`config.mk`:
```
export PLATFORM = sky130hd
export DESIGN_NAME = igrp_bank
export DESIGN_NICKNAME = d
export VERILOG_FILES = /design/src/rtl/igrp_pkg.sv /design/src/rtl/igrp_decode.sv /design/src/rtl/igrp_bitmask.sv /design/src/rtl/igrp_locate.sv /design/src/rtl/igrp_bank.sv
export SDC_FILE = /design/constraint.sdc
export NUM_CORES = 1
export LEC_CHECK = 0
export ABC_AREA = 0
export BUFFER_PORTS_ARGS = -buffer_cell sky130_fd_sc_hd__buf_4
export CORE_AREA = 4 4 436 438
export CTS_CLUSTER_DIAMETER = 120
export CTS_CLUSTER_SIZE = 25
export DETAILED_ROUTE_END_ITERATION = 10
export DIE_AREA = 0 0 440 442
export SLEW_MARGIN = 5
export SYNTH_ARGS = -nofsm -noshare
export SYNTH_HDL_FRONTEND = slang
export SYNTH_SLANG_ARGS = --single-unit
```
`constraint.sdc`:
```
create_clock -name clk -period 6.6 [get_ports clk]
set_input_delay 0.66 -clock clk [delete_from_list [all_inputs] [get_ports clk]]
set_output_delay 0.66 -clock clk [all_outputs]
set_load 0.01 [all_outputs]
```
`src/rtl/igrp_pkg.sv`:
```
package igrp_pkg;

  // Security view of one access
  typedef struct packed {
    logic secure;
    logic sec_off;
    logic are_s;
    logic are_ns;
  } acc_ctx_t;

  // Routing enable of the state that owns an interrupt with stored group bit cur
  function automatic logic owner_routing(acc_ctx_t c, logic cur);
    if (c.sec_off) return c.are_s;
    return cur ? c.are_ns : c.are_s;
  endfunction

endpackage

```
`src/rtl/igrp_decode.sv`:
```
module igrp_decode #(
  parameter int ADDR_W = 16,
  parameter int NUM_REGS = 32,
  parameter logic [ADDR_W-1:0] BASE_OFS = 16'h1000,
  localparam int IDX_W = $clog2(NUM_REGS)
) (
  input  logic [ADDR_W-1:0] addr,
  output logic              hit,
  output logic [IDX_W-1:0]  idx
);
  localparam logic [ADDR_W-1:0] SPAN = ADDR_W'(4 * NUM_REGS);

  logic [ADDR_W-1:0] off;
  logic [ADDR_W-1:0] word;

  assign off  = addr - BASE_OFS;
  assign word = off >> 2;
  assign hit  = (addr >= BASE_OFS) && (off < SPAN) && (addr[1:0] == 2'b00);
  assign idx  = word[IDX_W-1:0];
endmodule

```
`src/rtl/igrp_bitmask.sv`:
```
module igrp_bitmask
  import igrp_pkg::*;
#(
  parameter int NUM_REGS = 32,
  parameter int REG_W = 32,
  parameter int NUM_IRQ = 1024,
  localparam int IDX_W = $clog2(NUM_REGS)
) (
  input  logic [IDX_W-1:0] idx,
  input  logic [REG_W-1:0] cur,
  input  logic [IDX_W-1:0] range_cfg,
  input  logic             ext_en,
  input  acc_ctx_t         ctx,
  output logic [REG_W-1:0] vis,
  output logic [REG_W-1:0] wmask
);
  logic reg_live;
  logic acc_full;

  assign reg_live = ext_en && (idx <= range_cfg);
  assign acc_full = ctx.sec_off || ctx.secure;

  for (genvar b = 0; b < REG_W; b++) begin : g_bit
    logic impl;
    assign impl     = ((int'(idx) * REG_W + b) < NUM_IRQ);
    assign vis[b]   = reg_live && impl && owner_routing(ctx, cur[b]) && (acc_full || cur[b]);
    assign wmask[b] = vis[b] && acc_full;
  end
endmodule

```
`src/rtl/igrp_locate.sv`:
```
module igrp_locate #(
  parameter int ID_W = 13,
  parameter int BASE_ID = 4096,
  parameter int NUM_REGS = 32,
  parameter int REG_W = 32,
  localparam int IDX_W = $clog2(NUM_REGS),
  localparam int BIT_W = $clog2(REG_W)
) (
  input  logic             clk,
  input  logic             rst,
  input  logic [ID_W-1:0]  id,
  output logic             ok,
  output logic [IDX_W-1:0] reg_idx,
  output logic [BIT_W-1:0] bit_idx
);
  localparam logic [ID_W-1:0] BASE = ID_W'(BASE_ID);
  localparam logic [ID_W-1:0] SPAN = ID_W'(NUM_REGS * REG_W);

  logic [ID_W-1:0] rel;
  logic            in_rng;

  assign rel    = id - BASE;
  assign in_rng = (id >= BASE) && (rel < SPAN);

  always_ff @(posedge clk) begin
    if (rst) begin
      ok      <= 1'b0;
      reg_idx <= '0;
      bit_idx <= '0;
    end else begin
      ok      <= in_rng;
      reg_idx <= in_rng ? rel[BIT_W +: IDX_W] : '0;
      bit_idx <= in_rng ? rel[BIT_W-1:0] : '0;
    end
  end

  // IDs below the extended base never locate
  p_low_id_r11: assert property (@(posedge clk) disable iff (rst)
    (id < BASE) |=> !ok);
  // IDs past the last implemented slot never locate
  p_high_id_r11: assert property (@(posedge clk) disable iff (rst)
    (id >= BASE && rel >= SPAN) |=> (!ok && reg_idx == '0));
endmodule

```
`src/rtl/igrp_bank.sv`:
```
module igrp_bank
  import igrp_pkg::*;
#(
  parameter int NUM_REGS = 32,
  parameter int REG_W = 32,
  parameter int NUM_IRQ = 1024,
  parameter int ADDR_W = 16,
  parameter logic [ADDR_W-1:0] BASE_OFS = 16'h1000,
  parameter int ID_W = 13,
  parameter int BASE_ID = 4096,
  localparam int IDX_W = $clog2(NUM_REGS),
  localparam int BIT_W = $clog2(REG_W),
  localparam int VEC_W = NUM_REGS * REG_W
) (
  input  logic              clk,
  input  logic              rst,
  input  logic              ext_en,
  input  logic [IDX_W-1:0]  range_cfg,
  input  logic              sec_off,
  input  logic              are_s,
  input  logic              are_ns,
  input  logic              bus_rd,
  input  logic              bus_wr,
  input  logic              bus_secure,
  input  logic [ADDR_W-1:0] bus_addr,
  input  logic [REG_W-1:0]  bus_wdata,
  output logic [REG_W-1:0]  bus_rdata,
  output logic [VEC_W-1:0]  group_vec,
  input  logic [ID_W-1:0]   loc_id,
  output logic              loc_ok,
  output logic [IDX_W-1:0]  loc_reg,
  output logic [BIT_W-1:0]  loc_bit
);
  logic [REG_W-1:0] bank [NUM_REGS];
  logic             dec_hit;
  logic [IDX_W-1:0] dec_idx;
  logic [REG_W-1:0] cur_word;
  logic [REG_W-1:0] vis;
  logic [REG_W-1:0] wmask;
  acc_ctx_t         ctx;

  assign ctx = '{secure: bus_secure, sec_off: sec_off, are_s: are_s, are_ns: are_ns};

  igrp_decode #(
    .ADDR_W(ADDR_W), .NUM_REGS(NUM_REGS), .BASE_OFS(BASE_OFS)
  ) i_decode (
    .addr(bus_addr), .hit(dec_hit), .idx(dec_idx)
  );

  assign cur_word = bank[dec_idx];

  igrp_bitmask #(
    .NUM_REGS(NUM_REGS), .REG_W(REG_W), .NUM_IRQ(NUM_IRQ)
  ) i_mask (
    .idx(dec_idx), .cur(cur_word), .range_cfg(range_cfg), .ext_en(ext_en),
    .ctx(ctx), .vis(vis), .wmask(wmask)
  );

  // Storage and write merge
  always_ff @(posedge clk) begin
    if (rst) begin
      for (int i = 0; i < NUM_REGS; i++) bank[i] <= '0;
    end else if (bus_wr && dec_hit) begin
      bank[dec_idx] <= (cur_word & ~wmask) | (bus_wdata & wmask);
    end
  end

  // Registered read port
  always_ff @(posedge clk) begin
    if (rst) bus_rdata <= '0;
    else     bus_rdata <= (bus_rd && dec_hit) ? (cur_word & vis) : '0;
  end

  for (genvar r = 0; r < NUM_REGS; r++) begin : g_vec
    assign group_vec[r*REG_W +: REG_W] = bank[r];
  end

  igrp_locate #(
    .ID_W(ID_W), .BASE_ID(BASE_ID), .NUM_REGS(NUM_REGS), .REG_W(REG_W)
  ) i_locate (
    .clk(clk), .rst(rst), .id(loc_id),
    .ok(loc_ok), .reg_idx(loc_reg), .bit_idx(loc_bit)
  );


  p_reset_clear_r1: assert property (@(posedge clk)
    rst |=> (group_vec == '0 && bus_rdata == '0));

  p_idle_rdata_r9: assert property (@(posedge clk) disable iff (rst)
    !bus_rd |=> bus_rdata == '0);

  p_miss_no_write_r2: assert property (@(posedge clk) disable iff (rst)
    (bus_wr && !dec_hit) |=> $stable(group_vec));
  p_miss_no_read_r2: assert property (@(posedge clk) disable iff (rst)
    (bus_rd && !dec_hit) |=> bus_rdata == '0);

  p_off_no_write_r3: assert property (@(posedge clk) disable iff (rst)
    (bus_wr && !ext_en) |=> $stable(group_vec));
  p_off_no_read_r3: assert property (@(posedge clk) disable iff (rst)
    (bus_rd && !ext_en) |=> bus_rdata == '0);

  p_above_range_r4: assert property (@(posedge clk) disable iff (rst)
    (bus_wr && dec_hit && dec_idx > range_cfg) |=> $stable(group_vec));

  p_ns_locked_r7: assert property (@(posedge clk) disable iff (rst)
    (bus_wr && !bus_secure && !sec_off) |=> $stable(group_vec));
endmodule

```
==> key figures <==
Drt
  • Pre-antenna DRT Iters: 6
  • DRT iter0 DRCs: 5107
  • Routed vias/inst: 5.27
  • WL met1: 118 mm
  • WL per Instance: 41.3 um
  • DRC violations left: 0
  • Vias post-DR: 37400
  • DRT antenna net count: 0
  • Drt total wl: 293 mm
  • Wire length on met2: 133 mm
  • Top routing layer used: met4
  • Metal3 WL: 27.9 mm

Clock network
  • Clk_lat worst skew: 0.73 ns
  • H-tree Lvls: 2
  • Max clock buf depth: 3
  • Num CTS Buffers: 54
  • Clock Pin Slew Worst Setup and Hold Paths: 0.10 ns
  • Root Buffer: clkbuf_16
  • Post-CTS Setup Inserts: 0
  • TritonCTS clock tree: done
  • Clock Sink Count: 1067
  • Resize count post-CTS: 0
  • Hold_buf cts: 0

Critical path
  • Slowest-stage cell, CP: mux2i_1
  • Critical path class: in -> reg
  • CP endpoint kind: flop
  • Top cell by count, worst path: buf_4
  • Critical path arrival: 5.27 ns
  • Cells along the critical path: buf_8 -> buf_4 -> mux2i_1 -> o22ai_1 -> nor4_1 -> nand2_2 -> mux2i_4 -> buf_4 -> a21oi_2
  • Worst Path Required: 7.02 ns
  • Setup crit start kind: primary input
  • R2R cell count: 7
  • CP peak stage delay: 0.97 ns
  • Worst R2R Setup Slack: 2.64 ns
  • CP max FO: 53
  • Reg2reg start: bank[3][30]
  • Critical R2R Capture: bank[29][30]

Timing
  • Setup violators final: 0
  • Fmax: 206 MHz
  • Final Max Tran Viols: 0
  • Fin crit share: 0.736
  • Setup TNS: 0 ns
  • Hold Fails Final Rpt: 0
  • RSZ-0062 raised after global routing: no
  • Final setup margin: 1.74 ns
  • Min Clock Period, post-route: 4.86 ns
  • Worst Max-Slew Pin Slew: 1.38 ns
  • Skew final: 0.0591 ns
  • WHS: 0.154 ns
  • Slew headroom: 0.0737

Floorplanning
  • DIE HEIGHT: 442 um
  • I/O pin count: 1142
  • Die X: 440 um
  • Core area: 187000 um2
  • DIE AREA: 194000 um2
  • Initial Utilization: 0.272
  • # rows: 159

Synthesis
  • Yosys warns: 0
  • Top cells by area, synth: edfxtp_1, nor2_2, mux2i_1
  • Largest family of logic cells by synthesized area: simple AND/OR/NAND/NOR gates
  • Synth Register Bits: 1067
  • EDFF count, synth: 1024
  • Count of cell types in the netlist: 52
  • Most numerous cell in the Yosys netlist: edfxtp_1
  • Post-Synthesis Net Count: 3617
  • Top cells by count, synth: edfxtp_1, nor2_2, mux2i_1
  • Multiplexer share of the synthesized area: 0.101
  • Largest area contributor in the netlist: edfxtp_1
  • Adder-Cell Fraction of Synth Area: 0.00123
  • Synth Area in Compound Gates: 0.0766
  • Synth Cell Area: 50800 um2
  • Simple-Gate Fraction of Synth Area: 0.151
  • Post-Synth XOR/XNOR Area: 0
  • Post-synthesis sequential area ratio: 0.622
  • Mapped Avg Cell Area: 14.4 um2
  • Synthesized instance count: 3537
  • Synth Flop Type: edfxtp_1
  • Share of flip-flops with an asynchronous set or reset: 0
  • Synth top area share: 0.605

Cells and area
  • Nets: 4617
  • Cell area after layout: 63500 um2
  • Area growth syn-to-layout: 25.1%
  • Fill cells: 18400
  • Post-Layout Cell Count: 7086
  • Post-layout util: 0.341
  • Share of cells above drive strength 1: 0.545

Global route
  • First-pass GRT wire length: 373 mm
  • Largest net degree at the start of global routing: 75
  • Overflow after GRT: 0
  • All-Layer GR Usage: 0.289
  • Initial antenna violation count: 15
  • Number of global-route vias before repair: 35300

Worst hold path
  • Worst Hold End: i_locate.reg_idx[2]
  • Worst hold path type: in -> reg
  • Worst hold start: loc_id[7]
  • Worst Hold Depth: 2

Power and ir drop
  • Leakage power: 23.7 nW
  • Max VDD drop: 220 uV
  • Cell Pwr Density: 229 nW/um2
  • Pwr Total: 14.5 mW

Place
  • Hpwl dp: 226 mm
  • DP Cell Count: 6976
  • Placed inst area: 61700 um2
  • Pre-CTS WS: 1.30 ns
  • IO buf count: 1141
  • GP Congestion: 0.945

Run status
  • Status: finished, final reports clean

Flow run
  • Max Cap Violations: 0
-- layout by cell type (no fill, tap or decap), drive strengths merged, types with 2 or more instances in the layout --
master,instances
nand3,3
nor4,63
or4b,4
dfxtp,43
nand2b,34
mux2i,507
o21ai,5
a21oi,131
a22oi,28
and2,43
nand4b,4
mux4,3
inv,13
nand2,75
o22ai,281
edfxtp,1024
clkinv,3
diode,9
ha,5
nor2,900
nand4bb,6
nor4b,2
nor3b,6
and3b,2
clkbuf,89
and3,4
buf,1287
nor3,8
-- power by group --
part	leakage, nW	total [mW]	internal [mW]	switching [mW]
logic	11.9	2.40	0.695	1.70
registers	10.9	7.84	7.61	0.229
clock network	0.866	4.29	1.79	2.51
total	23.7	14.5	10.1	4.44
-- final cells by class --
cell class / count / area [um2] / share of cell area
tap: 2495 / 3120 / 0.0491
clock buffer: 89 / 1610 / 0.0253
inverter: 6 / 22.5 / 0.000354
clock inverter: 12 / 205 / 0.00323
multi-input combinational: 2121 / 17100 / 0.269
sequential: 1067 / 31600 / 0.497
antenna: 9 / 22.5 / 0.000354
timing repair buffer: 1287 / 9860 / 0.155
-- registers in the layout, summed over array words and instances, names as in the netlist --
name,flops
i_locate.reg_idx,5
i_locate.ok,1
i_locate.bit_idx,5
bus_rdata,32
bank,1024
-- layer usage --
| metal | up-vias | GRT usage |
|---|---|---|
| met1 | 19700 | 0.383 |
| met3 | 352 | 0.0726 |
| li1 | 14900 | - |
| met5 | - | 0 |
| met4 | 0 | 0.119 |
| met2 | 2336 | 0.451 |
-- worst max-delay path by stage --
stage	start	end	slack (ns)	cells after the start
final	bus_addr[3]	bank[29][30]	1.74	9
after global routing	bus_addr[3]	bank[29][30]	1.69	9
after CTS	bus_addr[3]	bank[29][30]	2.09	9
after detailed placement	bus_addr[3]	bank[18][30]	1.30	9
after global placement	bus_addr[3]	bank[10][30]	1.32	9
after floorplan	bus_addr[2]	bank[2][1]	3.43	12
-- cell families (layout without fill, tap and decap cells) --
logic type,count (synthesis),after routing
and+or+nand+nor,1158,1158
adders and majority gates,5,5
DFF,1067,1067
other,0,9
muxes,510,510
AOI/OAI and AO/OA,448,448
buffers and inverters,349,1394
-- worst max-delay path, delay by kind of cell --
kind                   cells  cell delay, ns
buffers and inverters      3            1.53
AND/OR/NAND/NOR            2            0.51
multiplexers               2            1.84
AO/OA/AOI/OAI              2            0.49
(Power assumes the default switching activity.)
